**src/rtl/dtm_pkg.sv**
```systemverilog
package dtm_pkg;

    localparam int BANKS = 4;
    localparam int BA_W  = $clog2(BANKS);

    typedef enum logic [2:0] {
        CMD_NOP, CMD_ACT, CMD_RD, CMD_WR, CMD_PRE, CMD_REF, CMD_MRS, CMD_OTHER
    } cmd_e;

    typedef enum logic [3:0] {
        V_NONE      = 4'd0,
        V_IDLE_COL  = 4'd1,
        V_ACT_OPEN  = 4'd2,
        V_REF_OPEN  = 4'd3,
        V_MRS_OPEN  = 4'd4,
        V_RCD_RD    = 4'd5,
        V_RCD_WR    = 4'd6,
        V_RC        = 4'd7,
        V_RRD       = 4'd8,
        V_RAS       = 4'd9,
        V_RP        = 4'd10,
        V_RFC       = 4'd11,
        V_MRD       = 4'd12,
        V_WR        = 4'd13,
        V_RD_WBURST = 4'd14,
        V_WTR       = 4'd15
    } viol_e;

    typedef struct packed {
        logic            hit;
        viol_e           code;
        logic [BA_W-1:0] bank;
    } viol_t;

    function automatic cmd_e decode_cmd(input logic cs_n, input logic ras_n,
                                        input logic cas_n, input logic we_n);
        cmd_e c;
        if (cs_n) begin
            c = CMD_NOP;
        end else begin
            case ({ras_n, cas_n, we_n})
                3'b011:  c = CMD_ACT;
                3'b101:  c = CMD_RD;
                3'b100:  c = CMD_WR;
                3'b010:  c = CMD_PRE;
                3'b001:  c = CMD_REF;
                3'b000:  c = CMD_MRS;
                3'b111:  c = CMD_NOP;
                default: c = CMD_OTHER;
            endcase
        end
        return c;
    endfunction

    // Half burst length from the burst field; unknown codes keep the old value.
    function automatic logic [3:0] mode_half(input logic [2:0] field, input logic [3:0] cur);
        logic [3:0] h;
        case (field)
            3'd1:    h = 4'd1;
            3'd2:    h = 4'd2;
            3'd3:    h = 4'd4;
            default: h = cur;
        endcase
        return h;
    endfunction

    function automatic logic [BA_W-1:0] lowest_set(input logic [BANKS-1:0] v);
        logic [BA_W-1:0] r;
        r = '0;
        for (int i = BANKS - 1; i >= 0; i--) begin
            if (v[i]) r = BA_W'(i);
        end
        return r;
    endfunction

    function automatic int imax(input int a, input int b);
        return (a > b) ? a : b;
    endfunction

endpackage

```
**src/rtl/dtm_age_ctr.sv**
```systemverilog
module dtm_age_ctr #(
    parameter int W = 5
) (
    input  logic         clk,
    input  logic         rst,
    input  logic         evt_i,
    output logic [W-1:0] age_o
);
    localparam logic [W-1:0] SAT = '1;

    // Cycles since the last event, saturating; reset means "long ago".
    always_ff @(posedge clk) begin
        if (rst) begin
            age_o <= SAT;
        end else if (evt_i) begin
            age_o <= W'(1);
        end else if (age_o != SAT) begin
            age_o <= age_o + W'(1);
        end
    end
endmodule

```
**src/rtl/dtm_bank_track.sv**
```systemverilog
module dtm_bank_track #(
    parameter int W = 5
) (
    input  logic         clk,
    input  logic         rst,
    input  logic         act_i,
    input  logic         pre_i,
    input  logic         wr_i,
    output logic         open_o,
    output logic [W-1:0] act_age_o,
    output logic [W-1:0] pre_age_o,
    output logic [W-1:0] wr_age_o
);
    logic closing;

    assign closing = pre_i && open_o;

    always_ff @(posedge clk) begin
        if (rst) begin
            open_o <= 1'b0;
        end else if (act_i) begin
            open_o <= 1'b1;
        end else if (pre_i) begin
            open_o <= 1'b0;
        end
    end

    dtm_age_ctr #(.W(W)) u_act_age (.clk(clk), .rst(rst), .evt_i(act_i),   .age_o(act_age_o));
    dtm_age_ctr #(.W(W)) u_pre_age (.clk(clk), .rst(rst), .evt_i(closing), .age_o(pre_age_o));
    dtm_age_ctr #(.W(W)) u_wr_age  (.clk(clk), .rst(rst), .evt_i(wr_i),    .age_o(wr_age_o));
endmodule

```
**src/rtl/dtm_global_track.sv**
```systemverilog
module dtm_global_track #(
    parameter int W      = 5,
    parameter int DEF_HB = 2
) (
    input  logic         clk,
    input  logic         rst,
    input  logic         ref_i,
    input  logic         mrs_i,
    input  logic         mrs_plain_i,
    input  logic [2:0]   mode_i,
    input  logic         wr_i,
    output logic [W-1:0] ref_age_o,
    output logic [W-1:0] mrs_age_o,
    output logic [W-1:0] wr_age_o,
    output logic [3:0]   hb_o
);
    always_ff @(posedge clk) begin
        if (rst) begin
            hb_o <= 4'(DEF_HB);
        end else if (mrs_i && mrs_plain_i) begin
            hb_o <= dtm_pkg::mode_half(mode_i, hb_o);
        end
    end

    dtm_age_ctr #(.W(W)) u_ref_age (.clk(clk), .rst(rst), .evt_i(ref_i), .age_o(ref_age_o));
    dtm_age_ctr #(.W(W)) u_mrs_age (.clk(clk), .rst(rst), .evt_i(mrs_i), .age_o(mrs_age_o));
    dtm_age_ctr #(.W(W)) u_wr_age  (.clk(clk), .rst(rst), .evt_i(wr_i),  .age_o(wr_age_o));
endmodule

```
**src/rtl/dtm_rule_check.sv**
```systemverilog
module dtm_rule_check
    import dtm_pkg::*;
#(
    parameter int W        = 5,
    parameter int T_RCD_RD = 4,
    parameter int T_RCD_WR = 2,
    parameter int T_RC     = 12,
    parameter int T_RAS    = 8,
    parameter int T_RP     = 4,
    parameter int T_RFC    = 14,
    parameter int T_RRD    = 3,
    parameter int T_MRD    = 2,
    parameter int T_WR     = 3,
    parameter int T_CDLR   = 2
) (
    input  cmd_e                     cmd_i,
    input  logic [BA_W-1:0]          ba_i,
    input  logic                     a10_i,
    input  logic [BANKS-1:0]         open_i,
    input  logic [BANKS-1:0][W-1:0]  act_age_i,
    input  logic [BANKS-1:0][W-1:0]  pre_age_i,
    input  logic [BANKS-1:0][W-1:0]  wr_age_i,
    input  logic [W-1:0]             wr_any_age_i,
    input  logic [W-1:0]             ref_age_i,
    input  logic [W-1:0]             mrs_age_i,
    input  logic [3:0]               hb_i,
    output viol_t                    viol_o
);
    localparam logic [W-1:0] L_RCDR = W'(T_RCD_RD);
    localparam logic [W-1:0] L_RCDW = W'(T_RCD_WR);
    localparam logic [W-1:0] L_RC   = W'(T_RC);
    localparam logic [W-1:0] L_RAS  = W'(T_RAS);
    localparam logic [W-1:0] L_RP   = W'(T_RP);
    localparam logic [W-1:0] L_RFC  = W'(T_RFC);
    localparam logic [W-1:0] L_RRD  = W'(T_RRD);
    localparam logic [W-1:0] L_MRD  = W'(T_MRD);
    localparam logic [W-1:0] L_WR   = W'(T_WR);
    localparam logic [W-1:0] L_CDLR = W'(T_CDLR);
    localparam int NCODE = 16;

    logic [W-1:0]      hb_w, wr_lim, cdlr_lim;
    logic [BANKS-1:0]  tgt, ras_bad, wr_bad, rp_bad, rrd_bad;
    logic              is_col, is_real;
    logic [NCODE-1:0]  fl;
    logic [BA_W-1:0]   fb [NCODE];

    assign hb_w     = W'(hb_i);
    assign wr_lim   = L_WR + hb_w;
    assign cdlr_lim = L_CDLR + hb_w;
    assign is_col   = (cmd_i == CMD_RD) || (cmd_i == CMD_WR);
    assign is_real  = (cmd_i != CMD_NOP) && (cmd_i != CMD_OTHER);

    // Per-bank windows
    for (genvar c = 0; c < BANKS; c++) begin : g_bank_rules
        assign tgt[c]     = (cmd_i == CMD_PRE) && (a10_i || (ba_i == BA_W'(c)));
        assign ras_bad[c] = tgt[c] && open_i[c] && (act_age_i[c] < L_RAS);
        assign wr_bad[c]  = tgt[c] && open_i[c] && (wr_age_i[c] < wr_lim);
        assign rp_bad[c]  = pre_age_i[c] < L_RP;
        assign rrd_bad[c] = (ba_i != BA_W'(c)) && (act_age_i[c] < L_RRD);
    end

    always_comb begin
        fl = '0;
        for (int k = 0; k < NCODE; k++) fb[k] = ba_i;

        fl[V_IDLE_COL] = is_col && !open_i[ba_i];
        fl[V_ACT_OPEN] = (cmd_i == CMD_ACT) && open_i[ba_i];
        fl[V_REF_OPEN] = (cmd_i == CMD_REF) && (|open_i);
        fb[V_REF_OPEN] = lowest_set(open_i);
        fl[V_MRS_OPEN] = (cmd_i == CMD_MRS) && (|open_i);
        fb[V_MRS_OPEN] = lowest_set(open_i);
        fl[V_RCD_RD]   = (cmd_i == CMD_RD) && open_i[ba_i] && (act_age_i[ba_i] < L_RCDR);
        fl[V_RCD_WR]   = (cmd_i == CMD_WR) && open_i[ba_i] && (act_age_i[ba_i] < L_RCDW);
        fl[V_RC]       = (cmd_i == CMD_ACT) && (act_age_i[ba_i] < L_RC);
        fl[V_RRD]      = (cmd_i == CMD_ACT) && (|rrd_bad);
        fl[V_RAS]      = |ras_bad;
        fb[V_RAS]      = lowest_set(ras_bad);
        if (cmd_i == CMD_ACT) begin
            fl[V_RP] = pre_age_i[ba_i] < L_RP;
        end else if ((cmd_i == CMD_REF) || (cmd_i == CMD_MRS)) begin
            fl[V_RP] = |rp_bad;
            fb[V_RP] = lowest_set(rp_bad);
        end
        fl[V_RFC]       = is_real && (ref_age_i < L_RFC);
        fl[V_MRD]       = is_real && (mrs_age_i < L_MRD);
        fl[V_WR]        = |wr_bad;
        fb[V_WR]        = lowest_set(wr_bad);
        fl[V_RD_WBURST] = (cmd_i == CMD_RD) && (wr_any_age_i <= hb_w);
        fl[V_WTR]       = (cmd_i == CMD_RD) && (wr_any_age_i < cdlr_lim);
    end

    // Lowest code wins
    always_comb begin
        viol_o = '0;
        for (int k = NCODE - 1; k >= 1; k--) begin
            if (fl[k]) begin
                viol_o.hit  = 1'b1;
                viol_o.code = viol_e'(4'(k));
                viol_o.bank = fb[k];
            end
        end
    end
endmodule

```
**src/rtl/dram_cmd_timing_mon.sv**
```systemverilog
module dram_cmd_timing_mon
    import dtm_pkg::*;
#(
    parameter int T_RCD_RD = 4,
    parameter int T_RCD_WR = 2,
    parameter int T_RC     = 12,
    parameter int T_RAS    = 8,
    parameter int T_RP     = 4,
    parameter int T_RFC    = 14,
    parameter int T_RRD    = 3,
    parameter int T_MRD    = 2,
    parameter int T_WR     = 3,
    parameter int T_CDLR   = 2,
    parameter int DEF_HB   = 2
) (
    input  logic       clk,
    input  logic       rst,
    input  logic       cs_n,
    input  logic       ras_n,
    input  logic       cas_n,
    input  logic       we_n,
    input  logic [1:0] ba,
    input  logic       a10,
    input  logic [2:0] mode_bits,
    output logic       viol_o,
    output logic [3:0] viol_code_o,
    output logic [1:0] viol_bank_o
);
    localparam int MAX_HB  = 4;
    localparam int MAX_LIM = imax(imax(imax(T_RC, T_RFC), imax(T_RAS, T_RP)),
                             imax(imax(T_RCD_RD, T_RCD_WR), imax(imax(T_RRD, T_MRD),
                             imax(T_WR, T_CDLR) + MAX_HB)));
    localparam int AGE_W   = $clog2(MAX_LIM + 1) + 1;

    cmd_e                         cmd;
    logic [BANKS-1:0]             open_v;
    logic [BANKS-1:0][AGE_W-1:0]  act_age, pre_age, wr_age;
    logic [AGE_W-1:0]             wr_any_age, ref_age, mrs_age;
    logic [3:0]                   hb;
    viol_t                        viol_d, viol_q;

    assign cmd = decode_cmd(cs_n, ras_n, cas_n, we_n);

    for (genvar c = 0; c < BANKS; c++) begin : g_bank
        logic sel;
        assign sel = (ba == BA_W'(c));
        dtm_bank_track #(.W(AGE_W)) u_bank (
            .clk       (clk),
            .rst       (rst),
            .act_i     ((cmd == CMD_ACT) && sel),
            .pre_i     ((cmd == CMD_PRE) && (sel || a10)),
            .wr_i      ((cmd == CMD_WR) && sel),
            .open_o    (open_v[c]),
            .act_age_o (act_age[c]),
            .pre_age_o (pre_age[c]),
            .wr_age_o  (wr_age[c])
        );
    end

    dtm_global_track #(.W(AGE_W), .DEF_HB(DEF_HB)) u_glob (
        .clk         (clk),
        .rst         (rst),
        .ref_i       (cmd == CMD_REF),
        .mrs_i       (cmd == CMD_MRS),
        .mrs_plain_i (!ba[0]),
        .mode_i      (mode_bits),
        .wr_i        (cmd == CMD_WR),
        .ref_age_o   (ref_age),
        .mrs_age_o   (mrs_age),
        .wr_age_o    (wr_any_age),
        .hb_o        (hb)
    );

    dtm_rule_check #(
        .W(AGE_W), .T_RCD_RD(T_RCD_RD), .T_RCD_WR(T_RCD_WR), .T_RC(T_RC),
        .T_RAS(T_RAS), .T_RP(T_RP), .T_RFC(T_RFC), .T_RRD(T_RRD),
        .T_MRD(T_MRD), .T_WR(T_WR), .T_CDLR(T_CDLR)
    ) u_rules (
        .cmd_i        (cmd),
        .ba_i         (ba),
        .a10_i        (a10),
        .open_i       (open_v),
        .act_age_i    (act_age),
        .pre_age_i    (pre_age),
        .wr_age_i     (wr_age),
        .wr_any_age_i (wr_any_age),
        .ref_age_i    (ref_age),
        .mrs_age_i    (mrs_age),
        .hb_i         (hb),
        .viol_o       (viol_d)
    );

    always_ff @(posedge clk) begin
        if (rst) viol_q <= '0;
        else     viol_q <= viol_d;
    end

    assign viol_o      = viol_q.hit;
    assign viol_code_o = viol_q.code;
    assign viol_bank_o = viol_q.bank;
endmodule

```
**config.mk**
```make
export PLATFORM = sky130hd
export DESIGN_NAME = dram_cmd_timing_mon
export DESIGN_NICKNAME = d
export VERILOG_FILES = /design/src/rtl/dtm_pkg.sv /design/src/rtl/dtm_age_ctr.sv /design/src/rtl/dtm_bank_track.sv /design/src/rtl/dtm_global_track.sv /design/src/rtl/dtm_rule_check.sv /design/src/rtl/dram_cmd_timing_mon.sv
export SDC_FILE = /design/constraint.sdc
export NUM_CORES = 1
export LEC_CHECK = 0
export BUFFER_PORTS_ARGS = -buffer_cell sky130_fd_sc_hd__buf_2
export CELL_PAD_IN_SITES_DETAIL_PLACEMENT = 0
export CELL_PAD_IN_SITES_GLOBAL_PLACEMENT = 1
export CORE_UTILIZATION = 53
export DETAILED_ROUTE_END_ITERATION = 10
export GPL_ROUTABILITY_DRIVEN = 0
export PLACE_DENSITY_LB_ADDON = 0.2
export RECOVER_POWER = 50
export SYNTH_ARGS = -nofsm -noshare
export SYNTH_HDL_FRONTEND = slang
export SYNTH_HIERARCHICAL = 1
export SYNTH_SLANG_ARGS = --single-unit
```
**constraint.sdc**
```tcl
create_clock -name clk -period 7.35 [get_ports clk]
set_clock_uncertainty 0.1 [all_clocks]
set_input_delay 0.735 -clock clk [delete_from_list [all_inputs] [get_ports clk]]
set_output_delay 0.735 -clock clk [all_outputs]
set_load 0.05 [all_outputs]
```
==> flow_summary.json <==
{
  "ant_nets": 0,
  "hold_depth": 2,
  "insertedDiodeCount": 0,
  "use_met1_pct": 29.7,
  "multi_input_area_sq_um": 4200,
  "synth_seq_cells": 89,
  "clk_path_buf_depth": 2,
  "synth_area_leader_cell": "dfxtp_1",
  "fmax_mhz": 266,
  "drt_iter0_drc": 490,
  "num_vias": 5213,
  "rsz0062_at_grt": "false",
  "syn_to_final_growth_pct": 5.85,
  "antenna_found_initial": 0,
  "synthFlopType": "dfxtp_1",
  "crit_path_start_kind": "flop",
  "required_ns": 7.42,
  "grt.overflow.total": 0,
  "tightest_slew_ns": 1.83,
  "power.leakage_nw": 2.59,
  "dp_hpwl_microns": 10300,
  "grt_pass1_vias": 4913,
  "wl_microns": 13800,
  "p_per_area_nw_per_um2": 410,
  "fp.dieW_microns": 111,
  "final-hold-violation-count": 0,
  "grt_max_degree": 48,
  "worst_hold_slack_ns": 0.461,
  "wire_per_inst_microns": 16.6,
  "maxSlewViolCount": 92,
  "yosysUniqueCellTypes": 67,
  "netlist.area_leader.share_pct": 28.2,
  "syn_area_per_cell_sq_um": 9.32,
  "root_buffer": "clkbuf_16",
  "io_pins": 19,
  "io_buffers": 18,
  "final_area_sq_um": 6680,
  "period_share_pct": 51.1,
  "violations": "design-rule violations, max-capacitance violations, max-slew violations",
  "initial_core_util_pct": 54.8,
  "syn_inst": 677,
  "utilization_pct": 58.0,
  "fill_cells": 1056,
  "drv_cap": 2,
  "grtUsageMet3_pct": 6.01,
  "synthTopCellsByArea": "dfxtp_1 28%, ha_1 13%, o21bai_1 7.6%, mux2i_1 4.8%, a21oi_1 2.7%",
  "status": "complete, but fails checks",
  "ctsHoldBuffers": 0,
  "ctsResizeCount": 0,
  "cp_max_fo": 8,
  "path_clk_slew_ns": 0.06,
  "grt_pass1_wl_microns": 23700,
  "synthesis.nets": 757,
  "ff_latch_area_sq_um": 1780,
  "syn_area_sq_um": 6310,
  "r2r_cells": 13,
  "num-nets-final": 765,
  "global_route.peak_usage_layer": "met2",
  "p_total_mw": 2.74,
  "setup_viol": 0,
  "cts_buffers": 9,
  "drc": 2,
  "end_kind": "flop",
  "synth_seq_area_share_pct": 28.2,
  "vdd_drop_max_uv": 267,
  "insertion_delay_ns": 0.35,
  "cts_tree": "yes",
  "num_rows": 39,
  "slew-limit-headroom_pct": -22.3,
  "cp.arrival_ns": 3.83,
  "post_cts_buffers": 0,
  "min_path_type": "flop to flop",
  "synth_warnings": 6,
  "synth_edf_count": 0,
  "die_area_sq_um": 12300,
  "tns_ns": 0,
  "cts_sinks": 89,
  "layout-drive-gt1-share_pct": 7.84,
  "drt_first_pass_iters": 8,
  "core_area_sq_um": 11500,
  "dieHeight_microns": 111,
  "placed_cell_area_sq_um": 6390,
  "period_needed_ns": 3.76,
  "grt_usage_pct": 23.6,
  "grt_use_met2_pct": 39.3,
  "via_per_inst": 6.27,
  "htree_levels": 3,
  "worstSetupPathType": "flop to flop",
  "async_flop_share_pct": 0
}
worst paths after layout:
path | slack [ns] | to | from
min | 0.46 | g_bank[3].u_bank/u_pre_age/age_o[1] | g_bank[3].u_bank/u_pre_age/age_o[1]
min reg2reg | 0.46 | g_bank[3].u_bank/u_pre_age/age_o[1] | g_bank[3].u_bank/u_pre_age/age_o[1]
max reg2reg | 3.59 | viol_bank_o[0] | u_glob/hb_o[0]
max | 3.59 | viol_bank_o[0] | u_glob/hb_o[0]
final cells by class:
cell class,instances,share of cell area [%]
clock inverter,3,0.974
inverter,33,1.85
clock buffer,12,3.69
sequential,89,26.7
tap,143,2.68
timing repair buffer,20,1.33
multi-input combinational,532,62.8
worst max-delay path, stage by stage, from the launching register on:
cell       delay, ns
dfxtp_1         0.53
inv_1           0.09
ha_1            0.22
xor2_1          0.34
ha_1            0.33
a21oi_1         0.14
nand2_1         0.07
maj3_1          0.38
a2111oi_2       0.51
nor2b_1         0.12
nor3_1          0.16
o211ai_1        0.13
a221o_1         0.33
nor2b_1         0.12
metal layers:
layer | up-vias | share of wire (%)
li1 | 2586 | -
met1 | 2516 | 46
met2 | 93 | 47
met3 | 18 | 4.1
met4 | 0 | 2.3
met5 | - | 0
cell usage after synthesis, drive strengths merged (5+ instances only):
cell	count
mux2i	30
ha	68
nor2b	10
xnor2	18
nand2	18
a21oi	40
o211ai	22
o21bai	64
and2	5
or3	18
nor4b	17
nor3	16
nand4b	15
inv	32
nand3	18
or4	18
o21ai	13
nand2b	14
nor2	30
a31oi	15
mux4	6
buf	20
and3	16
nor4	7
dfxtp	89
a2111oi	8
cell usage in the layout, fill, tap and decap left out, types with 8 or more instances in the layout:
cell type	instances
dfxtp_1	89
ha_1	68
o21bai_1	64
a21oi_1	34
inv_1	30
mux2i_1	30
nor2_1	29
o211ai_1	22
xnor2_1	18
nand2_1	18
nand3_1	18
or4_1	18
or3_1	18
and3_1	16
nor4b_1	16
a31oi_1	15
nand4b_1	15
nor3_1	14
nand2b_1	14
clkbuf_1	13
nor2b_1	10
clkbuf_16	9
buf_2	8
cell families (layout without fill, tap and decap cells):
| logic type | count (synthesis) | in the layout | synth area share, % |
|---|---|---|---|
| and+or+nand+nor | 214 | 214 | 21.4 |
| adders and majority gates | 72 | 72 | 14.1 |
| AOI/OAI and AO/OA | 189 | 189 | 21.3 |
| muxes | 36 | 36 | 6.90 |
| other | 1 | 1 | 0.0594 |
| DFF | 89 | 89 | 28.2 |
| buffers and inverters | 56 | 68 | 5.25 |
| xor gates and xnor gates | 20 | 20 | 2.78 |
power breakdown:
| group | internal, mW | switching [mW] |
|---|---|---|
| Combinational | 0.682 | 0.652 |
| Clock | 0.305 | 0.184 |
| Sequential | 0.682 | 0.234 |
metrics by stage:
stage,std cells,worst slack [ns]
final,832,3.59
after global routing,832,3.30
after CTS,832,3.68
after detailed placement,817,3.69
after global placement,817,3.82
after floorplan,677,4.18
sequential cells by signal (all words and copies together) (netlist names):
register and cells:
g_bank.u_bank/open_o 4, viol_bank_o 2, g_bank.u_bank/u_act_age/age_o 20, u_glob/hb_o 3, g_bank.u_bank/u_pre_age/age_o 20, u_glob/u_mrs_age/age_o 5
u_glob/u_wr_age/age_o 5, viol_code_o 4, g_bank.u_bank/u_wr_age/age_o 20, u_glob/u_ref_age/age_o 5, viol_o 1
Note: power is estimated with default switching activity, not from simulation.
